[src/rtl/bankmap_pkg.sv]
package bankmap_pkg;

    typedef enum logic {
        BANK_UNIFIED = 1'b0,
        BANK_SPLIT   = 1'b1
    } bank_mode_e;

    localparam int BANK_W    = 4;
    localparam int REG_W     = 8;
    localparam int MISC_BANK = 5;   // bank bit 0 in unified variant
    localparam int ENH_BIT   = 5;   // enhanced mode in mode register
    localparam int UNLK_BIT  = 1;   // bit 5 of master == bit 1 of stored upper nibble

    localparam logic [REG_W-1:0] IDX_MODE   = 8'h0C;
    localparam logic [REG_W-1:0] IDX_SEG    = 8'h0D;
    localparam logic [REG_W-1:0] IDX_MASTER = 8'h0F;

    typedef struct packed {
        logic [REG_W-1:0]   misc;
        logic [REG_W-1:0]   mode;
        logic [REG_W-1:0]   seg;
        logic [REG_W/2-1:0] master_hi;
    } bank_regs_t;

    function automatic logic [REG_W/2-1:0] variant_id(bank_mode_e m);
        return (m == BANK_SPLIT) ? 4'd1 : 4'd0;
    endfunction

endpackage

[src/rtl/bankmap_regs.sv]
module bankmap_regs
    import bankmap_pkg::*;
#(
    parameter bank_mode_e MODE = BANK_SPLIT
) (
    input  logic             clk,
    input  logic             rst,
    input  logic             misc_wr,
    input  logic [REG_W-1:0] misc_wdata,
    input  logic             ext_wr,
    input  logic [REG_W-1:0] ext_widx,
    input  logic [REG_W-1:0] ext_wdata,
    input  logic [REG_W-1:0] ext_ridx,
    output logic [REG_W-1:0] ext_rdata,
    output logic [REG_W-1:0] misc_rdata,
    output bank_regs_t       regs
);

    logic unlocked;
    assign unlocked = regs.master_hi[UNLK_BIT];

    always_ff @(posedge clk) begin
        if (rst) begin
            regs <= '0;
        end else begin
            if (misc_wr)
                regs.misc <= misc_wdata;
            if (ext_wr) begin
                if (ext_widx == IDX_MASTER)
                    regs.master_hi <= ext_wdata[REG_W-1:REG_W/2];
                else if (unlocked && ext_widx == IDX_MODE)
                    regs.mode <= ext_wdata;
                else if (unlocked && ext_widx == IDX_SEG)
                    regs.seg <= ext_wdata;
            end
        end
    end

    always_comb begin
        unique case (ext_ridx)
            IDX_MODE:   ext_rdata = regs.mode;
            IDX_SEG:    ext_rdata = regs.seg;
            IDX_MASTER: ext_rdata = {regs.master_hi, variant_id(MODE)};
            default:    ext_rdata = '0;
        endcase
    end

    assign misc_rdata = regs.misc;

    // locked writes leave mode and segment untouched
    assert_locked_write_R2: assert property (@(posedge clk) disable iff (rst)
        (ext_wr && !unlocked && ext_widx != IDX_MASTER)
        |=> ($stable(regs.seg) && $stable(regs.mode)));

    // variant nibble is fixed
    assert_variant_id_R3: assert property (@(posedge clk) disable iff (rst)
        (ext_ridx == IDX_MASTER) |-> (ext_rdata[3:0] == ((MODE == BANK_SPLIT) ? 4'd1 : 4'd0)));

    // misc readback follows the write one cycle later
    assert_misc_readback_R4: assert property (@(posedge clk) disable iff (rst)
        misc_wr |=> (misc_rdata == $past(misc_wdata)));

    // accepted segment write reads back unchanged
    assert_seg_readback_R8: assert property (@(posedge clk) disable iff (rst)
        (ext_wr && unlocked && ext_widx == IDX_SEG && ext_ridx == IDX_SEG)
        |=> (ext_rdata == $past(ext_wdata)));

endmodule

[src/rtl/bankmap_select.sv]
module bankmap_select
    import bankmap_pkg::*;
#(
    parameter bank_mode_e MODE = BANK_SPLIT
) (
    input  logic              clk,
    input  logic              rst,
    input  bank_regs_t        regs,
    input  logic              host_wr,
    output logic [BANK_W-1:0] bank
);

    logic              enh;
    logic [BANK_W-1:0] raw_bank;

    assign enh = regs.mode[ENH_BIT];

    generate
        if (MODE == BANK_SPLIT) begin : g_split
            always_comb begin
                if (host_wr)
                    raw_bank = regs.seg[2*BANK_W-1:BANK_W];
                else
                    raw_bank = regs.seg[BANK_W-1:0];
            end
        end else begin : g_unified
            always_comb begin
                raw_bank = {regs.seg[BANK_W-2:0], regs.misc[MISC_BANK]};
            end
        end
    endgenerate

    assign bank = enh ? raw_bank : '0;

    // no enhanced mode, no bank
    assert_bank_zero_R5: assert property (@(posedge clk) disable iff (rst)
        !regs.mode[ENH_BIT] |-> (bank == '0));

    // split variant picks a nibble of the segment register
    generate
        if (MODE == BANK_SPLIT) begin : g_chk_split
            assert_split_nibble_R7: assert property (@(posedge clk) disable iff (rst)
                regs.mode[ENH_BIT] |->
                ((bank == regs.seg[7:4]) || (bank == regs.seg[3:0])));
        end else begin : g_chk_unified
            assert_unified_lsb_R6: assert property (@(posedge clk) disable iff (rst)
                regs.mode[ENH_BIT] |-> (bank[0] == regs.misc[MISC_BANK]));
        end
    endgenerate

endmodule

[src/rtl/bankmap_addr.sv]
module bankmap_addr
    import bankmap_pkg::*;
#(
    parameter int HOST_AW = 16,
    localparam int MEM_AW = HOST_AW + BANK_W
) (
    input  logic [BANK_W-1:0]  bank,
    input  logic [HOST_AW-1:0] host_addr,
    input  logic               host_rd,
    input  logic               host_wr,
    output logic [MEM_AW-1:0]  mem_addr,
    output logic               mem_req
);

    assign mem_addr = {bank, host_addr};
    assign mem_req  = host_rd | host_wr;

endmodule

[src/rtl/bankmap_top.sv]
module bankmap_top
    import bankmap_pkg::*;
#(
    parameter bank_mode_e MODE    = BANK_SPLIT,
    parameter int         HOST_AW = 16,
    localparam int        MEM_AW  = HOST_AW + BANK_W
) (
    input  logic               clk,
    input  logic               rst,
    input  logic [HOST_AW-1:0] host_addr,
    input  logic               host_rd,
    input  logic               host_wr,
    input  logic               misc_wr,
    input  logic [REG_W-1:0]   misc_wdata,
    output logic [REG_W-1:0]   misc_rdata,
    input  logic               ext_wr,
    input  logic [REG_W-1:0]   ext_widx,
    input  logic [REG_W-1:0]   ext_wdata,
    input  logic [REG_W-1:0]   ext_ridx,
    output logic [REG_W-1:0]   ext_rdata,
    output logic [MEM_AW-1:0]  mem_addr,
    output logic               mem_req
);

    bank_regs_t        regs;
    logic [BANK_W-1:0] bank;

    bankmap_regs #(.MODE(MODE)) u_regs (
        .clk        (clk),
        .rst        (rst),
        .misc_wr    (misc_wr),
        .misc_wdata (misc_wdata),
        .ext_wr     (ext_wr),
        .ext_widx   (ext_widx),
        .ext_wdata  (ext_wdata),
        .ext_ridx   (ext_ridx),
        .ext_rdata  (ext_rdata),
        .misc_rdata (misc_rdata),
        .regs       (regs)
    );

    bankmap_select #(.MODE(MODE)) u_select (
        .clk     (clk),
        .rst     (rst),
        .regs    (regs),
        .host_wr (host_wr),
        .bank    (bank)
    );

    bankmap_addr #(.HOST_AW(HOST_AW)) u_addr (
        .bank      (bank),
        .host_addr (host_addr),
        .host_rd   (host_rd),
        .host_wr   (host_wr),
        .mem_addr  (mem_addr),
        .mem_req   (mem_req)
    );

    // low address bits pass the host offset through
    assert_offset_pass_R9: assert property (@(posedge clk) disable iff (rst)
        (mem_addr[HOST_AW-1:0] == host_addr) && (mem_req == (host_rd || host_wr)));

endmodule

[config.mk]
export PLATFORM = sky130hd
export DESIGN_NAME = bankmap_top
export DESIGN_NICKNAME = d
export VERILOG_FILES = /design/src/rtl/bankmap_pkg.sv /design/src/rtl/bankmap_regs.sv /design/src/rtl/bankmap_select.sv /design/src/rtl/bankmap_addr.sv /design/src/rtl/bankmap_top.sv
export SDC_FILE = /design/constraint.sdc
export NUM_CORES = 1
export LEC_CHECK = 0
export ABC_AREA = 1
export BUFFER_PORTS_ARGS = -buffer_cell sky130_fd_sc_hd__buf_4
export CAP_MARGIN = 20
export CORE_MARGIN = 4
export CORE_UTILIZATION = 30
export CTS_BUF_LIST = sky130_fd_sc_hd__clkbuf_8
export DETAILED_ROUTE_END_ITERATION = 10
export PLACE_DENSITY = 0.59
export SLEW_MARGIN = 20
export SYNTH_ARGS = -nofsm -noshare
export SYNTH_HDL_FRONTEND = slang
export SYNTH_SLANG_ARGS = --single-unit
[constraint.sdc]
create_clock -name clk -period 1.78 [get_ports clk]
set_clock_uncertainty 0.05 [all_clocks]
set_input_delay 0.178 -clock clk [delete_from_list [all_inputs] [get_ports clk]]
set_output_delay 0.178 -clock clk [all_outputs]
set_load 0.01 [all_outputs]
## Word level (Yosys, flattened, before mapping)

Index checks and enable logic that the tools add are counted.

- Register bits after elaboration: 28
- Input port bits: 54
- Output and inout bits: 37
- Word-level logic and storage cells: 21

- Eq/ne operators: 6
- Muxes and demuxes: 3
- Bitwise gates (word level): 3
- Reductions and logical operators: 5

Operators with widths:

| cell | count |
|---|---|
| 8-bit by 4-bit == test with 1-bit output, second input constant | 6 |
| 8-bit case mux with 3 select lines | 1 |
| 4-bit 2-to-1 mux | 2 |
| 4-bit AND reduction | 1 |
| 3-bit AND reduction | 1 |
| 1-bit logical AND | 2 |
| 1-bit inverter | 2 |
| 2-bit AND reduction | 1 |
| 1-bit OR | 1 |

## Longest topological paths before layout

Gate-level depths: netlist (run 1).

- Depth after elaboration: 4
- Mapped depth: 8
- Depth with buffers taken out: 8

## Cells and area by module

Synthesis (run 1) repeated with hierarchy kept, for this count alone.

- Cells, all modules: 267
- Area, all modules: 1848.0 um2

Modules (own cells, without submodules):

| module | times used | cells each | area an instance (um2) | sequential area each (um2) |
|---|---|---|---|---|
| bankmap_regs | 1 | 223 | 1600.3 | 560.5 |
| bankmap_addr | 1 | 23 | 161.4 | 0.0 |
| bankmap_select | 1 | 21 | 86.3 | 0.0 |

## Worst setup path before layout (run 1)

OpenSTA, ideal clock, no wires.

- Path type: input to output
- From: in ext_ridx[7]
- To: out ext_rdata[0]
- Data arrival time: 0.912 ns
- Setup slack: 0.640 ns
- Stages: 4
- Buffers on the path: 1
- Path through: nor4_2 buf_2 nand3_1 nand3_1

- Longest elaborated chain between the ends: 2
- Elaborated cells on any way between the ends: 4
- Those cells by class: eq/ne: 3; mux: 1

RTL lines:

| item | line | RTL |
|---|---|---|
| start, declared | bankmap_top.sv:19 | `input logic [REG_W-1:0] ext_ridx,` |
| 8-bit by 4-bit == test with 1-bit output | bankmap_regs.sv:40 | `unique case (ext_ridx)` |
| 8-bit case mux with 3 select lines (*) | bankmap_regs.sv:40 |  |
| end, declared | bankmap_top.sv:20 | `output logic [REG_W-1:0] ext_rdata,` |

Every way passes the cells marked *; elsewhere a longest branch is shown, timed or not.

## Worst setup path after layout (run 1)

- From: in ext_ridx[3]
- To: out ext_rdata[6]

The elaborated chain is that of the path after synthesis.

==> flow_summary.toml, run 1 <==
[floorplanning]
dieArea_um2 = 6750
die_width_um = 82.2
start_util_pct = 31.7
num_io_pins = 91
row_count = 26
die_h_um = 82.2
design.core.area_um2 = 5200

[clock_network]
root_buffer = "clkbuf_8"
post-cts-setup-buffers = 0
cts_hold_buf = 0
cts_sinks = 28
cts_tree = "done"
cts.clk_slew.worst_paths_ns = 0.09
htree_levels = 1
clock_path_buffers = 2
cts_resized = 0
cts_buffers = 3
clock_latency_ns = 0.26

[outcome]
status = "complete, no violations"

[logic_synthesis]
yosysSeqAreaShare_pct = 34.0
yosysMostFrequentCell = "nor2_1"
synth_compound_area_share_pct = 7.28
synth.distinct_cells = 22
syn_area_um2 = 1650
syn_nets = 295
ys_seq_elements = 28
yosysTopAreaCell = "dfxtp_1"
yosys_warnings = 0
synthFlopType = "dfxtp_1"
synth_top_area_share_pct = 34.0
synth_xor_area_share_pct = 0
synth_top_family_by_area = "simple AND/OR/NAND/NOR gates"
synthAdderAreaFrac_pct = 0
async_flop_share_pct = 0
yosys-top-cells-count = "nor2_1, nand2_1, nand3_1"
synth_area_leaders = "dfxtp_1, buf_4, nor2_1"
synth_cells = 241
syn_avg_cell_area_um2 = 6.85
synth-edff-count = 0
synthSimpleGateAreaFrac_pct = 41.5
synth.mux.area_fraction_pct = 0

[route]
drt-total-wl_mm = 4.13
vias_per_cell = 4.56
wl_per_cell_um = 12.0
route.vias.total = 1565
dr.pass1.iters = 4
drc = 0
drtIter0Drc = 91
ant_nets = 0

[sta]
rsz0062_at_grt = "false"
final.period_utilization_pct = 79.1
max_freq_mhz = 710
finalSetupViolCount = 0
whs_ns = 0.0756
layout_min_cycle_time_ns = 1.41
slew_viol_final = 0
final.setup.tns_ns = 0
timing.slew.headroom_pct = 62.6
hold_viol = 0
tightest_slew_ns = 0.557

[final_layout]
post_layout_nonfiller_instances = 343
antenna_cells = 0
seqCellArea_um2 = 561
num-fill-cells = 580
drive_gt1_share_pct = 28.6
multi_input_area_um2 = 805
final_nets = 329
syn_to_final_growth_pct = 22.2

[critical_path]
cp.arrival_ns = 1.18
criticalPathCategory = "input port to output pin"
path_max_fanout = 5
worstSetupStartpointType = "input port"
crit_path_end_kind = "output pin"
cp.required_ns = 1.55

[place]
port_buffers = 58
place.gp.congestion = 0.824
dpl.cell_count = 340
dp_hpwl_mm = 3.29

[grt]
grt_pass1_vias = 1398
grt-ovfl-total = 0
grt_start_max_net_pins = 22
grt_antenna_before_repair = 0
grt_util_all_layers_pct = 12.8
grt_pass1_wl_mm = 6.78

[job]
cap_violations = 0

[worst_hold_path]
hold_class = "input port to flop"

[pwr]
ir_drop_v = 0.000380
total_leakage_power_nw = 0.922
pwr_density_cell_nw_per_um2 = 574
## final timing paths
kind                  startpoint                   end  slack, ns  depth (start not counted)
setup reg to reg  u_regs.regs[1]       u_regs.regs[17]       0.59                          7
setup / recovery     ext_ridx[3]          ext_rdata[6]       0.37                          6
hold reg to reg   u_regs.regs[3]        u_regs.regs[3]       0.44                          2
hold / removal     misc_wdata[0]  u_regs.misc_rdata[0]       0.08                          3
## metrics by stage
step                      power, mW  cell area (um^2)  utilization (%)  worst slack (ns)
after CTS                      1.17              2020             38.8             0.375
after floorplan               0.786              1650                -             0.640
after detailed placement      0.841              1980             38.0             0.383
after global placement        0.840              1980             38.0             0.365
final                          1.16              2020             38.8             0.372
after global routing           1.23              2020             38.8             0.292
## power breakdown
part / leakage [nW] / internal (mW) / switching (mW)
clock network: 0.0216 / 0.152 / 0.181
logic: 0.673 / 0.0883 / 0.0917
registers: 0.228 / 0.638 / 0.00569
## area by class of cell
type	count	share of cell area (%)
Timing Repair Buffer	60	22.3
Tap cell	70	4.34
Sequential cell	28	27.8
Inverter	19	3.60
Multi-Input combinational cell	163	39.9
Clock buffer	3	2.05
## per-layer routing
| metal | wire length [um] | track usage, % |
|---|---|---|
| met5 | 0 | 0 |
| met4 | 15 | 3.82 |
| met3 | 348 | 2.28 |
| met2 | 1810 | 19.4 |
| met1 | 1960 | 18.3 |
## cell usage in the layout, fill, tap and decap left out
cell and count:
a21oi_1 12, buf_4 60, clkbuf_8 3, clkinv_2 1
dfxtp_1 28, inv_1 18, nand2_1 33, nand2_4 1
nand3_1 32, nand3_2 2, nand4_1 14, nor2_1 45
nor2_2 4, nor2_4 3, nor2_8 1, nor3_1 1
nor3_2 1, nor4_2 1, o21ai_0 12, or2_2 1
## cell families after synthesis
logic type | Yosys count
compound gates | 24
buf+inv | 50
flops | 28
simple gates | 139
## state kept, by name (all words and copies together), names as in the netlist
| name | cells |
|---|---|
| u_regs.misc_rdata | 8 |
| u_regs.regs | 20 |
## worst max-delay path: stages
cell     delay, ns
buf_4         0.08
nand2_1       0.09
nor3_1        0.45
nand3_1       0.15
nand3_1       0.12
buf_4         0.12
(Power assumes the default switching activity.)
==> run 2: changes to the inputs <==
==> constraint.sdc (replaced) <==
create_clock -name clk -period 1.3 [get_ports clk]
set_clock_uncertainty 0.05 [all_clocks]
set_input_delay 0.13 -clock clk [delete_from_list [all_inputs] [get_ports clk]]
set_output_delay 0.13 -clock clk [all_outputs]
set_load 0.01 [all_outputs]
==> run 2 against run 1 <==
Against the previous run: critical path depth decreased by 2; cell count increased by 0.87%; largest cell class unchanged; global-route usage decreased by 0.38 points; sequential share of layout area decreased by 0.58 points; first-iteration DRC count decreased by 21%; register-to-register slack got worse by 0.48 ns; utilization increased by 1.0 points; clock power increased by 40%; worst hold slack got worse by 0.053 ns; setup slack got worse by 0.30 ns.
==> flow_summary.toml, run 2 (synthesis gave the netlist of run 1 again) <==
[outcome]
status = "complete, no violations"

[clock_network]
root_buffer = "clkbuf_8"
cts_buffers = 3
htree_levels = 1
cts_sinks = 28
clock_path_buffers = 2
cts.clk_slew.worst_paths_ns = 0.09
cts_hold_buf = 0
cts_tree = "done"
clock_latency_ns = 0.27

[pwr]
pwr_density_cell_nw_per_um2 = 775
p_total_mw = 1.60
ir_drop_v = 0.000395
total_leakage_power_nw = 0.951

[sta]
finalSetupViolCount = 0
final.period_utilization_pct = 94.8
max_freq_mhz = 812
slew_viol_final = 0
hold_viol = 0
layout_min_cycle_time_ns = 1.23
tightest_slew_ns = 0.434
timing.slew.headroom_pct = 71.0

[route]
drtIter0Drc = 72
route.vias.total = 1599
vias_per_cell = 4.62
wl_per_cell_um = 12.2
ant_nets = 0
drc = 0
drt-total-wl_mm = 4.20
dr.pass1.iters = 5

[grt]
grt-ovfl-total = 0
grtUsageMet3_pct = 1.74
grt_start_max_net_pins = 22
gr-usage-met1_pct = 17.0
gr-usage-met2_pct = 19.9
grt_pass1_vias = 1419
grt_util_all_layers_pct = 12.4
grt_antenna_before_repair = 0
top_usage_layer = "met2"
grt_pass1_wl_mm = 6.55

[floorplanning]
die_h_um = 82.2
start_util_pct = 31.7
dieArea_um2 = 6750
design.core.area_um2 = 5200
row_count = 26
num_io_pins = 91
die_width_um = 82.2

[final_layout]
syn_to_final_growth_pct = 25.4
mostFrequentLayoutCell = "buf_4"
largest_reg_flops = 20
drive_gt1_share_pct = 30.4
regMostFlops = "u_regs.regs"
post_layout_nonfiller_instances = 346
final_nets = 332
layout_common_cells = "buf_4, nor2_1, nand2_1"
antenna_cells = 0

[critical_path]
cp.arrival_ns = 1.05
r2r-end = "u_regs.regs[17]"
path_max_fanout = 11
r2r_start = "u_regs.regs[1]"
criticalPathCategory = "flop to output pin"
crit_chain = "buf_6 > nand3_1 > nand3_1 > buf_4"
path_buf_inv = 2
crit_path_end_kind = "output pin"
reg2reg_depth = 7
cp.required_ns = 1.12
worstSetupStartpointType = "flop"
slowest_stage = "dfxtp_2"
critPathMaxStageDelay_ns = 0.34
reg2reg_setup_slack_ns = 0.11
crit_family = "flip-flops"
crit_path_frequent_cell = "nand3_1"

[worst_hold_path]
hold_start = "misc_wdata[7]"
hold_class = "input port to flop"
whs_path_depth = 3
hold_path_end = "u_regs.misc_rdata[7]"

[place]
dp_hpwl_mm = 3.37
place.gp.congestion = 0.808
port_buffers = 58
dpl.cell_count = 343

[job]
cap_violations = 0
[run 2: worst reg2reg max path: stages, from the launching register on]
cell	delay [ns]
dfxtp_2	0.34
inv_1	0.05
nor2_2	0.12
nand3_1	0.13
nor2_4	0.19
nand3_1	0.10
nand2_1	0.08
nor2_1	0.04
[run 2: routing by layer]
metal	part of all wire (%)	wire [um]
met1	46	1950
met2	45	1890
met3	7.7	324
met4	1.0	42
met5	0	0
[run 2: per-stage QoR]
stage | setup slack (ns) | hold WS [ns] | TNS, ns | utilization (%) | cell area, um^2
after floorplan | 0.200 | 0.149 | 0 | - | 1650
after global placement | 0.0332 | 0.210 | 0 | 38.4 | 2000
after detailed placement | 0.0392 | 0.210 | 0 | 38.4 | 2000
after CTS | 0.0176 | 0.0212 | 0 | 39.2 | 2040
after global routing | -0.0123 | 0.0223 | -0.0137 | 39.8 | 2070
final | 0.0682 | 0.0229 | 0 | 39.8 | 2070
[run 2: cell type report]
type | instances | area, um^2
Fill cell | 595 | 3140
Multi-Input combinational cell | 163 | 825
Sequential cell | 28 | 563
Timing Repair Buffer | 63 | 480
Tap cell | 70 | 87.6
Inverter | 19 | 72.6
Clock buffer | 3 | 41.3
[run 2: how the worst max path moves through the flow]
| stage | depth (start not counted) | start | slack [ns] | end |
|---|---|---|---|---|
| floorplan | 7 | u_regs.regs[1] | 0.20 | u_regs.regs[17] |
| global placement | 6 | ext_ridx[7] | 0.03 | ext_rdata[6] |
| detailed placement | 6 | ext_ridx[7] | 0.04 | ext_rdata[6] |
| CTS | 4 | u_regs.regs[1] | 0.02 | ext_rdata[5] |
| global route | 6 | ext_ridx[7] | -0.01 | ext_rdata[6] |
| finish | 4 | u_regs.regs[1] | 0.07 | ext_rdata[5] |
[run 2: what timing repair did]
item / in CTS / in global routing
setup endpoints to repair: 0 / 11
setup buffers: 0 / 0
resized for setup: 0 / 7
[run 2: power by group]
part	internal (mW)	switching, mW
clock network	0.208	0.257
registers	0.874	0.00776
logic	0.126	0.131
total	1.21	0.396
==> run 3: changes to the inputs <==
--- a/config.mk
+++ b/config.mk
@@ -8,11 +8,13 @@
 export ABC_AREA = 1
 export BUFFER_PORTS_ARGS = -buffer_cell sky130_fd_sc_hd__buf_4
 export CAP_MARGIN = 20
+export CELL_PAD_IN_SITES_DETAIL_PLACEMENT = 1
+export CELL_PAD_IN_SITES_GLOBAL_PLACEMENT = 1
 export CORE_MARGIN = 4
 export CORE_UTILIZATION = 30
 export CTS_BUF_LIST = sky130_fd_sc_hd__clkbuf_8
 export DETAILED_ROUTE_END_ITERATION = 10
-export PLACE_DENSITY = 0.59
+export PLACE_DENSITY = 0.82
 export SLEW_MARGIN = 20
 export SYNTH_ARGS = -nofsm -noshare
 export SYNTH_HDL_FRONTEND = slang
==> run 3 against run 2 <==
Against the previous run: sequential share of layout area fell by 0.37 points; utilization rose by 0.55 points; die area did not move; setup slack got worse by 0.028 ns; via count rose by 6.3%; routed wire length rose by 12%; sequential cell count did not move; cell count rose by 0.58%; maximum frequency fell by 2.3%; design area rose by 1.4%; first-iteration DRC count fell by 42%; non-clock buffer count rose by 1; critical path type unchanged; highest routed layer unchanged.
==> flow_summary.toml, run 3 (synthesis gave the netlist of run 1 again) <==
[clock_network]
cts_resized = 0
clock_latency_ns = 0.27
htree_levels = 1
cts_hold_buf = 0
cts.clk_slew.worst_paths_ns = 0.10
clock_path_buffers = 2
cts_sinks = 28
cts_tree = "done"
root_buffer = "clkbuf_8"
cts_buffers = 3
post-cts-setup-buffers = 0

[critical_path]
path_max_fanout = 11
worstSetupStartpointType = "flop"
reg2reg_depth = 7
worstSetupEndpoint = "ext_rdata[5]"
r2r-end = "u_regs.regs[14]"
crit_path_end_kind = "output pin"
r2r_start = "u_regs.regs[1]"
reg2reg_setup_slack_ns = 0.10
cp.required_ns = 1.12
cp.arrival_ns = 1.08
crit_start = "u_regs.regs[1]"
criticalPathCategory = "flop to output pin"

[sta]
hold_viol = 0
tightest_slew_ns = 0.422
max_freq_mhz = 794
finalSetupViolCount = 0
timing.slew.headroom_pct = 71.8
setup_slack_ns = 0.0398
rsz0062_at_grt = "true"
final.period_utilization_pct = 96.9
layout_min_cycle_time_ns = 1.26
slew_viol_final = 0

[final_layout]
antenna_cells = 0
final_nets = 333
regMostFlops = "u_regs.regs"
drive_gt1_share_pct = 31.3
mostFrequentLayoutCell = "buf_4"
largest_reg_flops = 20
syn_to_final_growth_pct = 27.1
layout_common_cells = "buf_4, nor2_1, nand2_1"
num-fill-cells = 677
fin_util_pct = 40.3

[route]
ant_nets = 0
route.vias.total = 1700
dr.pass1.iters = 4
drc = 0
drtIter0Drc = 42
drt-total-wl_mm = 4.71
vias_per_cell = 4.89
wl_per_cell_um = 13.5

[grt]
grt_pass1_vias = 1692
grt_util_all_layers_pct = 14.3
grt_pass1_wl_mm = 7.69
grt_start_max_net_pins = 22
grt-ovfl-total = 0
grt_antenna_before_repair = 0

[floorplanning]
start_util_pct = 31.7
dieArea_um2 = 6750
die_h_um = 82.2
design.core.area_um2 = 5200
num_io_pins = 91
row_count = 26
die_width_um = 82.2

[place]
port_buffers = 58
place.gp.congestion = 0.806
place_ws_ns = 0.0370
dp_hpwl_mm = 3.74

[worst_hold_path]
whs_path_depth = 3
hold_class = "input port to flop"

[pwr]
pwr_density_cell_nw_per_um2 = 803
p_total_mw = 1.68
total_leakage_power_nw = 0.955
ir_drop_v = 0.000409

[job]
cap_violations = 0

[outcome]
status = "complete, no violations"
-- run 3: cell count changes in the layout (fill, tap and decap cells not counted), sizes merged --
| cell | before | now |
|---|---|---|
| buf | 63 | 64 |
| clkbuf | 3 | 4 |
-- run 3: area by class of cell --
cell class                 count  area, um^2  area share, %
tap                           70        87.6           4.17
clock buffer                   4        55.1           2.62
sequential                    28         563           26.8
inverter                      19        72.6           3.46
multi-input combinational    163         828           39.5
timing repair buffer          64         492           23.4
-- run 3: worst max-delay path, cell delays in order, from the launching register on --
cell	delay, ns
dfxtp_2	0.34
buf_4	0.17
nand3_1	0.09
nand3_1	0.09
buf_4	0.12
-- run 3: stage by stage --
step	hold slack (ns)	setup TNS (ns)	std cells	cell area (um^2)
floorplan	0.149	0	241	1650
global placement	0.210	0	342	1990
detailed placement	0.210	0	342	1990
CTS	0.0225	0	346	2050
global route	0.0223	-0.237	348	2100
finish	0.0285	0	348	2100
-- run 3: report_power, final --
part / total [mW] / switching (mW) / internal (mW)
combinational: 0.264 / 0.135 / 0.128
sequential: 0.883 / 0.00892 / 0.874
clock: 0.537 / 0.267 / 0.271
total: 1.68 / 0.411 / 1.27
-- run 3: how the worst min path moves through the flow --
stage,to,start
2_1_floorplan,u_regs.regs[0],rst
3_3_place_gp,mem_addr[0],host_addr[0]
3_5_place_dp,mem_addr[0],host_addr[0]
4_1_cts,u_regs.misc_rdata[4],misc_wdata[4]
5_1_grt,u_regs.misc_rdata[4],misc_wdata[4]
6_report,u_regs.misc_rdata[2],misc_wdata[2]
-- run 3: routing by layer --
layer	routed length, um	global-route usage (%)
met1	2150	19.0
met2	2190	24.2
met3	336	3.15
met5	0	0
met4	21	1.99
